[src/rtl/pl_pkg.sv]
package pl_pkg;

    localparam int LVL_W   = 3;
    localparam int NUM_LVL = 1 << LVL_W;
    localparam int BUS_W   = 8;

    typedef enum logic [1:0] {
        ST_IDLE,
        ST_VWRITE,
        ST_SETTLE,
        ST_DONE
    } pl_state_t;

    // Regulator code for a level: (V - 500 mV) / 12.5 mV.
    function automatic logic [BUS_W-1:0] lvl_vcode(input logic [LVL_W-1:0] lvl);
        int mv;
        unique case (lvl)
            3'd0, 3'd1: mv = 950;
            3'd2:       mv = 975;
            default:    mv = 1000 + 50 * (int'(lvl) - 3);
        endcase
        return BUS_W'(((mv - 500) * 2) / 25);
    endfunction

endpackage

[src/rtl/pl_vtable.sv]
module pl_vtable
    import pl_pkg::*;
(
    input  logic [LVL_W-1:0] lvl,
    output logic [BUS_W-1:0] vcode
);

    always_comb vcode = lvl_vcode(lvl);

endmodule

[src/rtl/pl_settle_timer.sv]
module pl_settle_timer #(
    parameter int W = 8
) (
    input  logic         clk,
    input  logic         rst_n,
    input  logic         load,
    input  logic [W-1:0] load_val,
    output logic         expired
);

    logic [W-1:0] cnt_q;

    always_ff @(posedge clk or negedge rst_n) begin
        if (!rst_n) begin
            cnt_q <= '0;
        end else if (load) begin
            cnt_q <= load_val;
        end else if (cnt_q != '0) begin
            cnt_q <= cnt_q - 1'b1;
        end
    end

    assign expired = (cnt_q == '0);

endmodule

[src/rtl/pl_fsm.sv]
module pl_fsm
    import pl_pkg::*;
#(
    parameter logic [LVL_W-1:0] RESET_LEVEL = '0
) (
    input  logic             clk,
    input  logic             rst_n,
    input  logic             lvl_req,
    input  logic [LVL_W-1:0] lvl_code,
    input  logic             bus_ack,
    input  logic             settle_done,
    output logic             lvl_ack,
    output logic             busy,
    output logic             bus_req,
    output logic             timer_load,
    output logic [LVL_W-1:0] cur_level,
    output logic [LVL_W-1:0] tgt_level,
    output logic [LVL_W-1:0] div_sel
);

    pl_state_t        state_q, state_d;
    logic [LVL_W-1:0] cur_q, tgt_q, div_q;
    logic             up_q;

    // State register
    always_ff @(posedge clk or negedge rst_n) begin
        if (!rst_n) state_q <= ST_IDLE;
        else        state_q <= state_d;
    end

    // Next state
    always_comb begin
        state_d = state_q;
        unique case (state_q)
            ST_IDLE: begin
                if (lvl_req) begin
                    if (lvl_code == cur_q) state_d = ST_DONE;
                    else                   state_d = ST_VWRITE;
                end
            end
            ST_VWRITE: if (bus_ack)     state_d = ST_SETTLE;
            ST_SETTLE: if (settle_done) state_d = ST_DONE;
            ST_DONE:   if (!lvl_req)    state_d = ST_IDLE;
        endcase
    end

    // Outputs decoded from state
    always_comb begin
        lvl_ack    = 1'b0;
        busy       = 1'b0;
        bus_req    = 1'b0;
        timer_load = 1'b0;
        unique case (state_q)
            ST_IDLE: ;
            ST_VWRITE: begin
                busy       = 1'b1;
                bus_req    = 1'b1;
                timer_load = bus_ack;
            end
            ST_SETTLE: busy    = 1'b1;
            ST_DONE:   lvl_ack = 1'b1;
        endcase
    end

    // Level bookkeeping: target capture, divider and current level updates
    always_ff @(posedge clk or negedge rst_n) begin
        if (!rst_n) begin
            cur_q <= RESET_LEVEL;
            tgt_q <= RESET_LEVEL;
            div_q <= RESET_LEVEL;
            up_q  <= 1'b0;
        end else begin
            if (state_q == ST_IDLE && lvl_req) begin
                tgt_q <= lvl_code;
                up_q  <= (lvl_code > cur_q);
                // Slowing down: the divider leads the voltage
                if (lvl_code < cur_q) div_q <= lvl_code;
            end
            if (state_q == ST_SETTLE && settle_done) begin
                cur_q <= tgt_q;
                // Speeding up: the divider trails the settled voltage
                if (up_q) div_q <= tgt_q;
            end
        end
    end

    assign cur_level = cur_q;
    assign tgt_level = tgt_q;
    assign div_sel   = div_q;

endmodule

[src/rtl/perf_level_ctrl.sv]
module perf_level_ctrl
    import pl_pkg::*;
#(
    parameter int                SETTLE_W    = 8,
    parameter logic [BUS_W-1:0]  REG_ADDR    = 8'h5C,
    parameter logic [LVL_W-1:0]  RESET_LEVEL = '0
) (
    input  logic                clk,
    input  logic                rst_n,
    input  logic                lvl_req,
    input  logic [LVL_W-1:0]    lvl_code,
    input  logic [SETTLE_W-1:0] settle_cycles,
    output logic                lvl_ack,
    output logic                busy,
    output logic [LVL_W-1:0]    cur_level,
    output logic [LVL_W-1:0]    nxt_level,
    output logic [LVL_W-1:0]    div_sel,
    output logic                bus_req,
    output logic [BUS_W-1:0]    bus_addr,
    output logic [BUS_W-1:0]    bus_data,
    input  logic                bus_ack
);

    logic             timer_load;
    logic             settle_done;
    logic [LVL_W-1:0] tgt_level;

    pl_fsm #(
        .RESET_LEVEL(RESET_LEVEL)
    ) u_fsm (
        .clk        (clk),
        .rst_n      (rst_n),
        .lvl_req    (lvl_req),
        .lvl_code   (lvl_code),
        .bus_ack    (bus_ack),
        .settle_done(settle_done),
        .lvl_ack    (lvl_ack),
        .busy       (busy),
        .bus_req    (bus_req),
        .timer_load (timer_load),
        .cur_level  (cur_level),
        .tgt_level  (tgt_level),
        .div_sel    (div_sel)
    );

    pl_settle_timer #(
        .W(SETTLE_W)
    ) u_timer (
        .clk     (clk),
        .rst_n   (rst_n),
        .load    (timer_load),
        .load_val(settle_cycles),
        .expired (settle_done)
    );

    pl_vtable u_vtable (
        .lvl  (tgt_level),
        .vcode(bus_data)
    );

    assign bus_addr  = REG_ADDR;
    assign nxt_level = tgt_level;

endmodule

[config.mk]
export PLATFORM = sky130hd
export DESIGN_NAME = perf_level_ctrl
export DESIGN_NICKNAME = d
export VERILOG_FILES = /design/src/rtl/pl_pkg.sv /design/src/rtl/pl_vtable.sv /design/src/rtl/pl_settle_timer.sv /design/src/rtl/pl_fsm.sv /design/src/rtl/perf_level_ctrl.sv
export SDC_FILE = /design/constraint.sdc
export NUM_CORES = 1
export LEC_CHECK = 0
export ABC_AREA = 1
export BUFFER_PORTS_ARGS = -buffer_cell sky130_fd_sc_hd__buf_2
export CELL_PAD_IN_SITES_DETAIL_PLACEMENT = 0
export CELL_PAD_IN_SITES_GLOBAL_PLACEMENT = 1
export CORE_ASPECT_RATIO = 0.9
export CORE_MARGIN = 1.5
export CORE_UTILIZATION = 35
export CTS_CLUSTER_SIZE = 25
export DETAILED_ROUTE_END_ITERATION = 6
export PLACE_DENSITY = 0.68
export SLEW_MARGIN = 20
export SYNTH_ARGS = -nofsm -noshare
export SYNTH_HDL_FRONTEND = slang
export SYNTH_SLANG_ARGS = --single-unit
export TNS_END_PERCENT = 20
[constraint.sdc]
create_clock -name clk -period 35.3 [get_ports clk]
set_input_delay 5.295 -clock clk [delete_from_list [all_inputs] [get_ports clk]]
set_output_delay 5.295 -clock clk [all_outputs]
set_load 0.02 [all_outputs]
Word-level counts from Yosys, hierarchy flattened
Index checks and enable logic that the tools add are counted.
W data, S select, Z words.
Operators by class
  $add $sub $neg: 4
  multipliers: 1
  div/mod/pow operators: 1
  $lt $le $gt $ge: 2
  equality and inequality tests: 10
  muxes and demuxes: 17
  reduce and logical (&&, ||, !) cells: 10
Operators by type and width (number)
  $pmux W31 S2: 1
  $div A32 B6 Y32 const B: 1
  $add A11 B31 Y31 const A: 1
  $sub A31 B10 Y31 const B: 1
  $mux W8: 2
  $mux W3: 4
  $mul A6 B4 Y10 const A: 1
  $mux W2: 5
  $logic_not A8 Y1: 1
  $pmux W2 S4: 1
  $reduce_bool A8 Y1: 1
  $sub A8 B1 Y8 const B: 1
  $ne A2 B2 Y1 const B: 3
  $eq A2 B2 Y1 const B: 2
  $mux W1: 4
  $reduce_and A4 Y1: 1
  $reduce_or A2 Y1: 2
  $sub A3 B2 Y4 const B: 1
  $eq A3 B1 Y1 const B: 1
  $eq A3 B2 Y1 const B: 1
  $eq A3 B3 Y1: 1
  $gt A3 B3 Y1: 1
  $logic_not A3 Y1: 1
  $lt A3 B3 Y1: 1
  other kinds (5): 6
Word-level totals
  register bits after elaboration: 20
  input bits: 15
  word-level logic and storage cells: 51

Depth between registers and ports, before layout
  depth after elaboration: 6
  mapped depth: 224
  mapped depth without buffers: 218

Modules after synthesis
Synthesis repeated with hierarchy kept, for this count alone.
Unflattened totals
  cells, all modules: 2890
  area, all modules: 17807.1 µm²
Modules (own cells, without submodules)
  pl_vtable: instances 1, cells an instance 2716, area an instance 16485.8 µm², seq. area each 0.0 µm²
  pl_fsm: instances 1, cells an instance 93, area an instance 740.7 µm², seq. area each 300.3 µm²
  pl_settle_timer: instances 1, cells an instance 71, area an instance 513.0 µm², seq. area each 200.2 µm²
  perf_level_ctrl: instances 1, cells an instance 10, area an instance 67.6 µm², seq. area each 0.0 µm²

Least setup slack after synthesis
No wires, ideal clock.
  kind: register to output
  from: register u_fsm.tgt_q[2], in the netlist u_fsm.tgt_level[2]
  to: output port bus_data[6]
  arrival: 22.511 ns
  setup slack: 7.494 ns
  stages on the path, launching flop included: 195
  path buffers: 13
  cells stage by stage: dfrtp_1 > inv_4 > ha_1 > nand2_1 > nand2_2 > fa_1 > inv_1 > ha_1 > inv_1 > fa_1 > inv_1 > ha_1 > nand3_1 > nand2_1 > nand2_1 > o21ai_1 > nand2_2 > inv_1 > [159 not listed] > ha_1 > nand3b_2 > nand2_1 > inv_2 > nand2_2 > nand3_2 > buf_6 > nand2_1 > nand2_1 > nor2_1 > nand3_1 > nor2_2 > nand2_1 > inv_1 > ha_1 > a31oi_1 > xor2_1 > inv_1
Between the ends
  word-level cells in the longest chain between the ends: 6
RTL lines
  start, declared: RTL line pl_fsm.sv:22  | logic [LVL_W-1:0] cur_q, tgt_q, div_q;
  start signal, assigned: RTL line pl_fsm.sv:74  | tgt_q <= lvl_code;
  $sub A3 B2 Y4: RTL line pl_pkg.sv:20  | default: mv = 1000 + 50 * (int'(lvl) - 3);
  $mul A6 B4 Y10: RTL line pl_pkg.sv:20
  $add A11 B31 Y31: RTL line pl_pkg.sv:20
  $pmux W31 S2 (*): RTL line pl_pkg.sv:17  | unique case (lvl)
  $sub A31 B10 Y31 (*): RTL line pl_pkg.sv:22  | return BUS_W'(((mv - 500) * 2) / 25);
  $div A32 B6 Y32 (*): RTL line pl_pkg.sv:22
  end, declared: RTL line perf_level_ctrl.sv:20  | output logic [BUS_W-1:0] bus_data,
Mark *: on every way between the ends. The rest lies on a longest branch, timed or not.

Final worst setup path
Ends and elaborated chain as after synthesis.

==> metrics.yaml <==
die:
  io_pins: 43
  rows: 78
  die_h_microns: 216.8
  start_util_pct: 35.36
  coreArea_sq_um: 50260
  fp.dieArea_sq_um: 52140
  fp.dieW_microns: 240.5
final_layout:
  drive_gt1_share_pct: 31.85
  syn_to_final_growth_pct: 3.717
  num_antenna_cells: 0
  final_core_util_pct: 36.67
  nets: 2909
  fill_cells: 5603
critical_path:
  endpoint_kind: "output pin"
  critPathTopFamily: "simple AND/OR/NAND/NOR gates"
  reg2reg_depth: 9
  crit_path_top_delay_cell: "dfrtp_2"
  arrival_ns: 27.30
  path_buf_inv: 23
  start_kind: "flip-flop"
  setup.worst_path.class: "flip-flop to output pin"
  cpPeakStageDelay_ns: 0.54
  r2r_end: "u_fsm.div_sel[2]"
  path_depth: 182
  rrSetupSlack_ns: 33.12
  worstReg2RegStart: "u_timer.cnt_q[0]"
  crit_top_cell: "nand2_2"
  critPathMaxFanout: 29
  required_ns: 30.00
sta:
  worst_pin_slew_ns: 1.036
  slew_violations: 0
  hold_viol: 0
  fin_crit_sh_pct: 92.34
  skew_ns: 0.004933
  fmax_mhz: 30.68
  maxSlewHeadroom_pct: 30.27
  timing.setup.tns_ns: 0
  grt_setup_unrepaired: "false"
  post-route-min-period_ns: 32.59
  final-setup-viol-count: 0
grt:
  grt_max_degree: 30
  track_usage_pct: 20.85
  grt_pass1_vias: 17070
  antenna_found_initial: 0
  grt_pass1_wl_mm: 90.15
  grt_overflow: 0
clock_network:
  cts-root-buf: "clkbuf_16"
  cts.sinks: 20
  numCtsBuffers: 3
  htreeDepth: 1
  clk_latency_ns: 0.26
  clk_pin_slew_ns: 0.06
  hold_buffers: 0
  clock_path_buffers: 2
  cts_tree: "done"
routing:
  post-route-drc-count: 0
  ant_nets: 0
  wl_per_cell_microns: 15.32
  drt_first_iter_violations: 1151
  vias_per_cell: 5.008
  drt_first_pass_iters: 5
  vias: 17690
  drt-total-wl_mm: 54.08
hold_path:
  holdCritPathClass: "flip-flop to flip-flop"
  worstHoldStart: "u_fsm.up_q"
  min_path_cells: 2
  hold_path_end: "u_fsm.up_q"
logic_synthesis:
  yosysSeqAreaShare_pct: 2.816
  yosys_warnings: 0
  synth_top_area_share_pct: 14.45
  syn_area_sq_um: 17770
  synth-main-ff-cell: "dfrtp_1"
  synth_cells: 2845
  synth_edf_count: 0
  ys_types: 80
  synth_common_cells: "nand2_1, inv_1, nand3_1, nand2_2, nor2_1"
  async_flop_share_pct: 100.0
  yosysTopAreaCell: "nand2_1"
  synthTopCellsByArea: "nand2_1, nand2_4, nand2_2, nand3_1, inv_1"
  yosys.cell_count.top_type: "nand2_1"
  syn_area_per_cell_sq_um: 6.247
  synth-seq-cells: 20
outcome:
  status: "completed"
placement:
  port_buffers: 34
  gp_congestion: 0.9015
  post-dp-hpwl_mm: 46.60
flow_run:
  maxCapViolCount: 0
worst reg2reg max path: stages, from the launching register on:
cell and delay [ns]:
dfrtp_1 0.37, inv_1 0.09, ha_1 0.21, nand4_1 0.14, nor2_1 0.14, nand2_1 0.14
nor2_1 0.42, nand2_1 0.26, o211ai_1 0.16, o21ai_0 0.12
metrics by stage:
step           hold slack, ns  worst slack, ns  area, sq um  std cells
6_report               0.4990            2.706        18430       3531
2_1_floorplan          0.4534            7.494        17790       2851
3_5_place_dp           0.4901            1.707        18240       3523
3_3_place_gp           0.4712            2.337        18240       3523
4_1_cts                0.5052            1.373        18340       3527
5_1_grt                0.5296          0.05751        18430       3531
registers in the layout (all words and copies together) (netlist names):
name and count:
u_fsm.cur_level 3, u_fsm.div_sel 3, u_fsm.up_q 1, u_fsm.tgt_level 3, u_fsm.state_q 2, u_timer.cnt_q 8
cell usage in the layout, fill, tap and decap left out, types with 4 or more instances in the layout:
| cell | count |
|---|---|
| inv_4 | 11 |
| ha_1 | 40 |
| nor2_4 | 62 |
| nand4_1 | 72 |
| nand2_1 | 684 |
| nand4_2 | 11 |
| xor2_1 | 65 |
| a21oi_4 | 4 |
| buf_2 | 34 |
| nand2_4 | 164 |
| nor2_8 | 15 |
| xnor2_1 | 13 |
| bufinv_8 | 6 |
| nand3_1 | 291 |
| o21ai_2 | 14 |
| buf_4 | 8 |
| nor4_1 | 9 |
| xor2_2 | 5 |
| nand3b_1 | 13 |
| nand3_2 | 87 |
| clkinv_2 | 7 |
| o21ai_1 | 21 |
| nand3_4 | 26 |
| o21ai_0 | 71 |
| nor2_2 | 62 |
| nand2_2 | 259 |
| a21oi_2 | 6 |
| a21oi_1 | 40 |
| inv_1 | 305 |
| a31oi_1 | 5 |
| nor2_1 | 207 |
| conb_1 | 8 |
| o211ai_1 | 16 |
| inv_2 | 79 |
| clkinv_1 | 12 |
| dfrtp_1 | 18 |
| nand2_8 | 10 |
| nor3_1 | 26 |
layout make-up:
class / instances / area (sq um) / area share, %
Sequential cell: 20 / 503.0 / 2.729
Tap cell: 680 / 850.8 / 4.616
Clock inverter: 1 / 30.03 / 0.1629
Inverter: 426 / 1749 / 9.490
Multi-Input combinational cell: 2359 / 14990 / 81.35
Timing Repair Buffer: 42 / 230.2 / 1.249
Clock buffer: 3 / 75.07 / 0.4073
timing repair:
item | in CTS | in global routing
gates resized for setup | 0 | 13
endpoints found under the hold margin | 0 | 0
setup buffers | 0 | 3
setup endpoints to repair | 0 | 5
per-layer routing:
layer,up-vias,wire [microns],global-route usage (%)
li1,9106,-,-
met1,8152,27260,31.08
met2,386,23790,33.36
met3,41,2406,1.421
met4,0,623,2.495
met5,-,0,0
worst max path at each step:
| stage | from | end | slack, ns |
|---|---|---|---|
| finish | u_fsm.tgt_level[2] | bus_data[6] | 2.71 |
| global route | u_fsm.tgt_level[2] | bus_data[6] | 0.06 |
| CTS | u_fsm.tgt_level[2] | bus_data[6] | 1.37 |
| detailed placement | u_fsm.tgt_level[2] | bus_data[6] | 1.71 |
| global placement | u_fsm.tgt_level[2] | bus_data[6] | 2.34 |
| floorplan | u_fsm.tgt_level[2] | bus_data[6] | 7.49 |
cells by family after synthesis:
logic type | share of synthesized area, %
compound gates | 7.188
flops | 2.816
buf+inv | 13.30
simple gates | 68.73
other cells | 0.04226
fa+ha+maj | 3.041
xor+xnor | 4.886
Power is not shown: default switching activity piles up to over one toggle a cycle in this logic, so the estimate is an artifact.
